`src/rtl/nmv_pkg.sv`:
```
package nmv_pkg;
   // Operation applied to the working accumulator in one clock
   typedef enum logic [1:0] {
      ACC_HOLD    = 2'd0,
      ACC_MERGE   = 2'd1,
      ACC_RESTART = 2'd2
   } acc_op_e;
endpackage

```
`src/rtl/nmv_len_mask.sv`:
```
module nmv_len_mask #(
   parameter int VEC_BYTES = 12,
   parameter int LEN_W     = 4
) (
   input  logic [LEN_W-1:0]     len,
   output logic [VEC_BYTES-1:0] byte_en
);
   if ((1 << LEN_W) <= VEC_BYTES) begin : g_len_too_narrow
      $error("LEN_W cannot express the full vector length");
   end

   // A byte is in use when its index lies below the length; larger lengths saturate naturally
   for (genvar i = 0; i < VEC_BYTES; i++) begin : g_byte
      localparam logic [LEN_W-1:0] IDX = LEN_W'(i);
      assign byte_en[i] = (len > IDX);
   end
endmodule

```
`src/rtl/nmv_accum.sv`:
```
module nmv_accum
   import nmv_pkg::*;
#(
   parameter int VEC_BYTES = 12,
   parameter int BYTE_W    = 8,
   localparam int VEC_W    = VEC_BYTES * BYTE_W
) (
   input  logic             clk,
   input  logic             rst_n,
   input  logic             vld,
   input  logic [VEC_W-1:0] data,
   input  logic             boundary,
   output logic [VEC_W-1:0] acc
);
   acc_op_e op;

   always_comb begin
      if (boundary)  op = ACC_RESTART;
      else if (vld)  op = ACC_MERGE;
      else           op = ACC_HOLD;
   end

   always_ff @(posedge clk or negedge rst_n) begin
      if (!rst_n) begin
         acc <= '0;
      end else begin
         unique case (op)
            ACC_RESTART: acc <= vld ? data : '0;
            ACC_MERGE:   acc <= acc | data;
            default:     acc <= acc;
         endcase
      end
   end


   acc_clear_chk: assert property (@(posedge clk) disable iff (!rst_n)
      (boundary && !vld) |=> (acc == '0));

   acc_restart_chk: assert property (@(posedge clk) disable iff (!rst_n)
      (boundary && vld) |=> (acc == $past(data)));

   acc_grow_chk: assert property (@(posedge clk) disable iff (!rst_n)
      !boundary |=> ((acc & $past(acc)) == $past(acc)));
endmodule

```
`src/rtl/nmv_bank.sv`:
```
module nmv_bank #(
   parameter int NUM_REGS = 6,
   parameter int REG_W    = 16,
   parameter int BYTE_W   = 8,
   parameter int ADDR_W   = 3,
   localparam int BPR       = REG_W / BYTE_W,
   localparam int VEC_BYTES = NUM_REGS * BPR,
   localparam int VEC_W     = VEC_BYTES * BYTE_W
) (
   input  logic                 clk,
   input  logic                 rst_n,
   input  logic                 capture,
   input  logic [VEC_W-1:0]     acc,
   input  logic [VEC_BYTES-1:0] byte_en,
   input  logic [ADDR_W-1:0]    rd_idx,
   output logic [REG_W-1:0]     rd_data
);
   if (REG_W % BYTE_W != 0) begin : g_bad_reg_w
      $error("REG_W must be a whole number of bytes");
   end
   if ((1 << ADDR_W) < NUM_REGS) begin : g_bad_addr_w
      $error("ADDR_W too narrow for NUM_REGS");
   end

   logic [VEC_W-1:0]  bank_q;
   logic [VEC_W-1:0]  en_bits;
   logic [REG_W-1:0]  reg_view [NUM_REGS];

   for (genvar i = 0; i < VEC_BYTES; i++) begin : g_byte
      assign en_bits[i*BYTE_W +: BYTE_W] = {BYTE_W{byte_en[i]}};
      always_ff @(posedge clk or negedge rst_n) begin
         if (!rst_n)
            bank_q[i*BYTE_W +: BYTE_W] <= '0;
         else if (capture)
            bank_q[i*BYTE_W +: BYTE_W] <= byte_en[i] ? acc[i*BYTE_W +: BYTE_W] : '0;
      end
   end

   // Lower-numbered byte sits in the upper half of each register
   for (genvar k = 0; k < NUM_REGS; k++) begin : g_reg
      for (genvar j = 0; j < BPR; j++) begin : g_lane
         assign reg_view[k][REG_W-1-j*BYTE_W -: BYTE_W] = bank_q[(k*BPR+j)*BYTE_W +: BYTE_W];
      end
   end

   always_comb begin
      rd_data = '0;
      for (int k = 0; k < NUM_REGS; k++) begin
         if ({1'b0, rd_idx} == (ADDR_W+1)'(k)) rd_data = reg_view[k];
      end
   end


   bank_hold_chk: assert property (@(posedge clk) disable iff (!rst_n)
      !capture |=> $stable(bank_q));

   masked_zero_chk: assert property (@(posedge clk) disable iff (!rst_n)
      capture |=> ((bank_q & ~$past(en_bits)) == '0));

   oob_zero_chk: assert property (@(posedge clk) disable iff (!rst_n)
      ({1'b0, rd_idx} >= (ADDR_W+1)'(NUM_REGS)) |-> (rd_data == '0));
endmodule

```
`src/rtl/nmv_accum_top.sv`:
```
module nmv_accum_top #(
   parameter int NUM_REGS = 6,
   parameter int REG_W    = 16,
   parameter int BYTE_W   = 8,
   parameter int LEN_W    = 4,
   localparam int VEC_BYTES = NUM_REGS * (REG_W / BYTE_W),
   localparam int VEC_W     = VEC_BYTES * BYTE_W,
   localparam int ADDR_W    = (NUM_REGS > 1) ? $clog2(NUM_REGS) : 1
) (
   input  logic              clk,
   input  logic              rst_n,
   input  logic              vec_valid,
   input  logic [VEC_W-1:0]  vec_data,
   input  logic              cycle_end,
   input  logic [LEN_W-1:0]  cfg_len,
   input  logic [ADDR_W-1:0] rd_idx,
   output logic [REG_W-1:0]  rd_data
);
   logic [VEC_W-1:0]     acc;
   logic [VEC_BYTES-1:0] byte_en;

   nmv_len_mask #(.VEC_BYTES(VEC_BYTES), .LEN_W(LEN_W)) u_mask (
      .len     (cfg_len),
      .byte_en (byte_en)
   );

   nmv_accum #(.VEC_BYTES(VEC_BYTES), .BYTE_W(BYTE_W)) u_acc (
      .clk      (clk),
      .rst_n    (rst_n),
      .vld      (vec_valid),
      .data     (vec_data),
      .boundary (cycle_end),
      .acc      (acc)
   );

   nmv_bank #(.NUM_REGS(NUM_REGS), .REG_W(REG_W), .BYTE_W(BYTE_W), .ADDR_W(ADDR_W)) u_bank (
      .clk     (clk),
      .rst_n   (rst_n),
      .capture (cycle_end),
      .acc     (acc),
      .byte_en (byte_en),
      .rd_idx  (rd_idx),
      .rd_data (rd_data)
   );
endmodule

```
`config.mk`:
```
export PLATFORM = sky130hd
export DESIGN_NAME = nmv_accum_top
export DESIGN_NICKNAME = d
export VERILOG_FILES = /design/src/rtl/nmv_pkg.sv /design/src/rtl/nmv_len_mask.sv /design/src/rtl/nmv_accum.sv /design/src/rtl/nmv_bank.sv /design/src/rtl/nmv_accum_top.sv
export SDC_FILE = /design/constraint.sdc
export NUM_CORES = 1
export LEC_CHECK = 0
export ABC_AREA = 1
export BUFFER_PORTS_ARGS = -buffer_cell sky130_fd_sc_hd__buf_2
export CORE_MARGIN = 5
export CORE_UTILIZATION = 55
export DETAILED_ROUTE_END_ITERATION = 10
export GPL_ROUTABILITY_DRIVEN = 0
export GPL_TIMING_DRIVEN = 0
export MAX_ROUTING_LAYER = met4
export PLACE_DENSITY = 0.77
export SETUP_SLACK_MARGIN = 0.1
export SYNTH_ARGS = -nofsm -noshare
export SYNTH_HDL_FRONTEND = slang
export SYNTH_SLANG_ARGS = --single-unit
```
`constraint.sdc`:
```
create_clock -name clk -period 2.57 [get_ports clk]
set_input_delay 0.1285 -clock clk [delete_from_list [all_inputs] [get_ports clk]]
set_output_delay 0.1285 -clock clk [all_outputs]
set_load 0.005 [all_outputs]
```
### Yosys cells after proc, flatten, opt, wreduce, memory -nomap -nowiden

Cells that the tools add are included.

* magnitude comparators: 12
* equal/unequal tests: 7
* muxes and demuxes: 22
* bitwise operators: 1
* reductions and logical operators: 2

Operators with widths (count)
* 96-bit case mux with 2 select lines: 1
* 16-bit 2-to-1 mux: 6
* 8-bit 2-to-1 mux: 12
* 96-bit 2-to-1 mux: 1
* 96-bit bitwise OR: 1
* 4-bit by 3-bit > comparator with 1-bit output, second input constant: 4
* 4-bit > comparator, second input constant: 4
* 4-bit by 1-bit > comparator with 1-bit output, second input constant: 2
* 4-bit by 2-bit > comparator with 1-bit output, second input constant: 2
* 3-bit by 2-bit == test with 1-bit output, second input constant: 2
* 3-bit == test, second input constant: 2
* 3-bit by 1-bit == test with 1-bit output, second input constant: 1
* 3-bit logical NOT: 1
* 2-bit by 1-bit == test with 1-bit output, second input constant: 1
* 2-bit == test, second input constant: 1
* 2-bit 2-to-1 mux: 1
* 2-bit nonzero test: 1
* 1-bit 2-to-1 mux: 1

* flip-flop bits (word level): 192

### Logic depth before layout (Yosys ltp)

* word-level depth: 7
* depth in mapped cells: 7

### Hierarchy

From an unflattened synthesis, not the netlist that was laid out.

* cell total of the unflattened synthesis: 1008
* area, all modules: 8344.3 um^2

By module, submodules not included
* nmv_bank: times used 1, cells an instance 580, area an instance 4605.7 um^2, sequential area each 2402.3 um^2
* nmv_accum: times used 1, cells an instance 406, area an instance 3642.2 um^2, sequential area each 2402.3 um^2
* nmv_len_mask: times used 1, cells an instance 22, area an instance 96.3 um^2, sequential area each 0.0 um^2

### Least setup slack after synthesis

Ideal clock, no wire load.

* kind: input port to output port
* start: in rd_idx[0]
* end: out rd_data[10]
* data arrival time: 1.026 ns
* required time: 2.441 ns
* slack: 1.416 ns
* stages on the path: 7
* cell sequence: buf_4 inv_1 nand3_1 buf_2 nor2_1 nor2_1 nand4_1

* cells in the longest elaborated chain, start to end: 7

Ends and longest elaborated chain
* start: declaration: line nmv_accum_top.sv:16 `input logic [ADDR_W-1:0] rd_idx,`
* 3-bit logical NOT: line nmv_bank.sv:49 `if ({1'b0, rd_idx} == (ADDR_W+1)'(k)) rd_data = reg_view[k];`
* 16-bit 2-to-1 mux (5 in series): line nmv_bank.sv:49
* 16-bit 2-to-1 mux *: line nmv_bank.sv:49
* end: declaration: line nmv_accum_top.sv:17 `output logic [REG_W-1:0] rd_data`

Mark *: on every way between the ends. The rest lies on a longest branch, timed or not.

### Worst setup path after layout

* start: reg u_bank.bank_q[9]
* end: out rd_data[1]

* cells in the longest elaborated chain, start to end: 6

Ends and longest elaborated chain
* start: declaration: line nmv_bank.sv:25 `logic [VEC_W-1:0] bank_q;`
* start signal: indexed assignment: line nmv_bank.sv:35 `bank_q[i*BYTE_W +: BYTE_W] <= byte_en[i] ? acc[i*BYTE_W +: BYTE_W] : '0;`
* 16-bit 2-to-1 mux (6 in series): line nmv_bank.sv:49

No other way between the ends.

==> results.py <==
metrics = {
    "floorplanning": {
        "start_util_pct": 56.4,
        "core_um2": 14600,
        "dieArea_um2": 17500,
        "die_w_um": 132,
        "rows": 44,
        "die_h_um": 132,
        "ios": 123,
    },
    "logic_synthesis": {
        "ys_warn_count": 0,
        "yosysSeqAreaShare_pct": 58.4,
        "synth_top_area_share_pct": 58.4,
        "async_reset_ff_share_pct": 100,
        "syn_area_per_cell_um2": 8.65,
        "synth-edff-count": 0,
        "syn_area_um2": 8230,
        "synth.area.top_cells": "dfrtp_1, inv_1, nand2_1",
        "ys_ff_latch": 192,
        "ys_types": 19,
        "yosys.area.top_type": "dfrtp_1",
        "synth_ff_type": "dfrtp_1",
        "synth_fp_nets": 1058,
        "synthCells": 951,
    },
    "worst_setup_path": {
        "path_max_fanout": 2,
        "worstPathRequired_ns": 2.44,
        "worstPathArrival_ns": 1.54,
        "cp-end-kind": "output pin",
        "critPathLaunchType": "flip-flop",
        "crit_type": "flip-flop to output pin",
    },
    "sta": {
        "clock.fmax_mhz": 601,
        "holdWs_ns": 0.0877,
        "maxSlewViolCount": 0,
        "finalHoldViolCount": 0,
        "slew_headroom_pct": 48.4,
        "timing.final.crit_share_pct": 64.7,
        "setup_tns_ns": 0,
        "tightest_slew_ns": 0.769,
        "skew_ns": 0.00915,
        "setup_viol": 0,
        "rsz0062_at_grt": "false",
        "fin_crit_ns": 1.66,
    },
    "clocking": {
        "clock_sinks": 192,
        "clock_latency_ns": 0.44,
        "cts.htree.levels": 4,
        "cts_buffers": 17,
        "cts_resized": 0,
        "cts.path.max_buffers": 2,
        "clk_pin_slew_ns": 0.07,
        "tritoncts": "yes",
        "cts_root_buf": "clkbuf_16",
    },
    "power": {
        "powerDensity_nw_per_um2": 687,
        "power_leakage_nw": 5.34,
        "power_mw": 7.38,
        "vdd_drop_max_mv": 0.696,
    },
    "grt": {
        "grtUsageTotal_pct": 28.1,
        "grt_max_degree": 117,
        "antenna_found_initial": 2,
        "overflow": 0,
        "grt_pass1_wl_um": 37900,
        "grt_pass1_vias": 7336,
    },
    "flow_run": {
        "drv_cap": 0,
    },
    "detailed_routing": {
        "drt_iter0_markers": 651,
        "routed-wl-met3_um": 1440,
        "wl_met2_um": 11400,
        "wl_met1_um": 10000,
        "wl_per_cell_um": 16.9,
        "routed_wl_um": 23500,
        "top_layer_used": "met4",
        "drc": 0,
        "drtPass1Iterations": 6,
        "drtAntennaViolNets": 0,
        "avgViaCountPerCell": 5.28,
        "routed-via-count": 7324,
    },
    "layout": {
        "fillers": 1001,
        "final_common_cell": "inv_1",
        "drive_above_1_share_pct": 15.2,
        "nets": 1294,
        "post-route-util_pct": 73.6,
        "area_growth_pct": 30.6,
        "mostFrequentLayoutCells": "inv_1, dfrtp_1, nand2_1",
    },
    "placed_design": {
        "hpwl_um": 15700,
        "port_buffers": 119,
    },
    "status": {
        "status": "completed",
    },
    "min_path": {
        "hold_path_class": "input pin to flip-flop",
    },
}
## state kept, by name (all words and copies together) (netlist names)
register       flops
u_acc.acc         96
u_bank.bank_q     96
## worst max-delay path, cell delays in order (launching register included)
cell	delay, ns
dfrtp_1	0.40
nand3_1	0.11
nand2_1	0.08
nor2_1	0.23
nand4_1	0.13
buf_2	0.15
## power by group
part / internal, mW / total, mW / switching [mW]
clock network: 1.86 / 3.01 / 1.15
registers: 3.30 / 3.46 / 0.158
logic: 0.375 / 0.906 / 0.531
total: 5.54 / 7.38 / 1.84
## cell usage after synthesis (7+ instances only)
cell	n
inv_1	198
dfrtp_1	192
nand2_1	189
o21ai_0	129
o22ai_1	56
nand3_1	51
nor2_1	35
nand4_1	32
buf_2	22
clkbuf_1	20
o32ai_1	8
buf_1	7
## repair_timing
item,4_1_cts,5_1_grt
hold endpoints to repair,172,0
hold buffers,97,0
buffers inserted,0,0
## cells by family after synthesis
family,after synthesis,synth area share [%]
AND/OR/NAND/NOR,312,16.4
AO/OA/AOI/OAI,196,13.3
flip-flops,192,58.4
buffers and inverters,251,11.9
## final timing paths
kind / slack, ns / from / to / cells past startpoint
max: 0.91 / u_bank.bank_q[9]$_DFFE_PN0P_ / rd_data[1] / 5
min: 0.09 / cycle_end / u_acc.acc[13]$_DFFE_PN0P_ / 2
max reg2reg: 1.77 / u_acc.acc[88]$_DFFE_PN0P_ / u_bank.bank_q[88]$_DFFE_PN0P_ / 2
min reg2reg: 0.51 / u_acc.acc[11]$_DFFE_PN0P_ / u_bank.bank_q[11]$_DFFE_PN0P_ / 2
max in group asynchronous: 1.33 / rst_n / u_acc.acc[40]$_DFFE_PN0P_ / 3
min in group asynchronous: 0.27 / rst_n / u_acc.acc[59]$_DFFE_PN0P_ / 2
## routing by layer
metal | track usage, % | up-vias
met5 | - | -
met4 | 9.73 | 0
met3 | 5.80 | 48
met2 | 43.2 | 270
met1 | 37.4 | 3500
li1 | - | 3506
## metrics by stage
stage / setup slack [ns] / cells / area [µm²]
after floorplan: 1.42 / 951 / 8230
after global placement: -1.66 / 1254 / 9050
after detailed placement: 0.991 / 1255 / 9090
after CTS: 0.936 / 1384 / 10700
after global routing: 0.820 / 1386 / 10700
final: 0.906 / 1386 / 10700
## area by class of cell
cell class / instances / area, µm² / area share, %
flip-flops and latches: 192 / 4800 / 44.7
multi-input cells: 508 / 2440 / 22.8
repair buffers: 217 / 1600 / 14.9
inverters: 200 / 751 / 6.99
clock buffers: 20 / 447 / 4.16
well taps: 184 / 230 / 2.14
clock inverters: 12 / 229 / 2.13
plain buffers: 51 / 226 / 2.11
diodes: 2 / 5.00 / 0.0466
(Power assumes the default switching activity.)
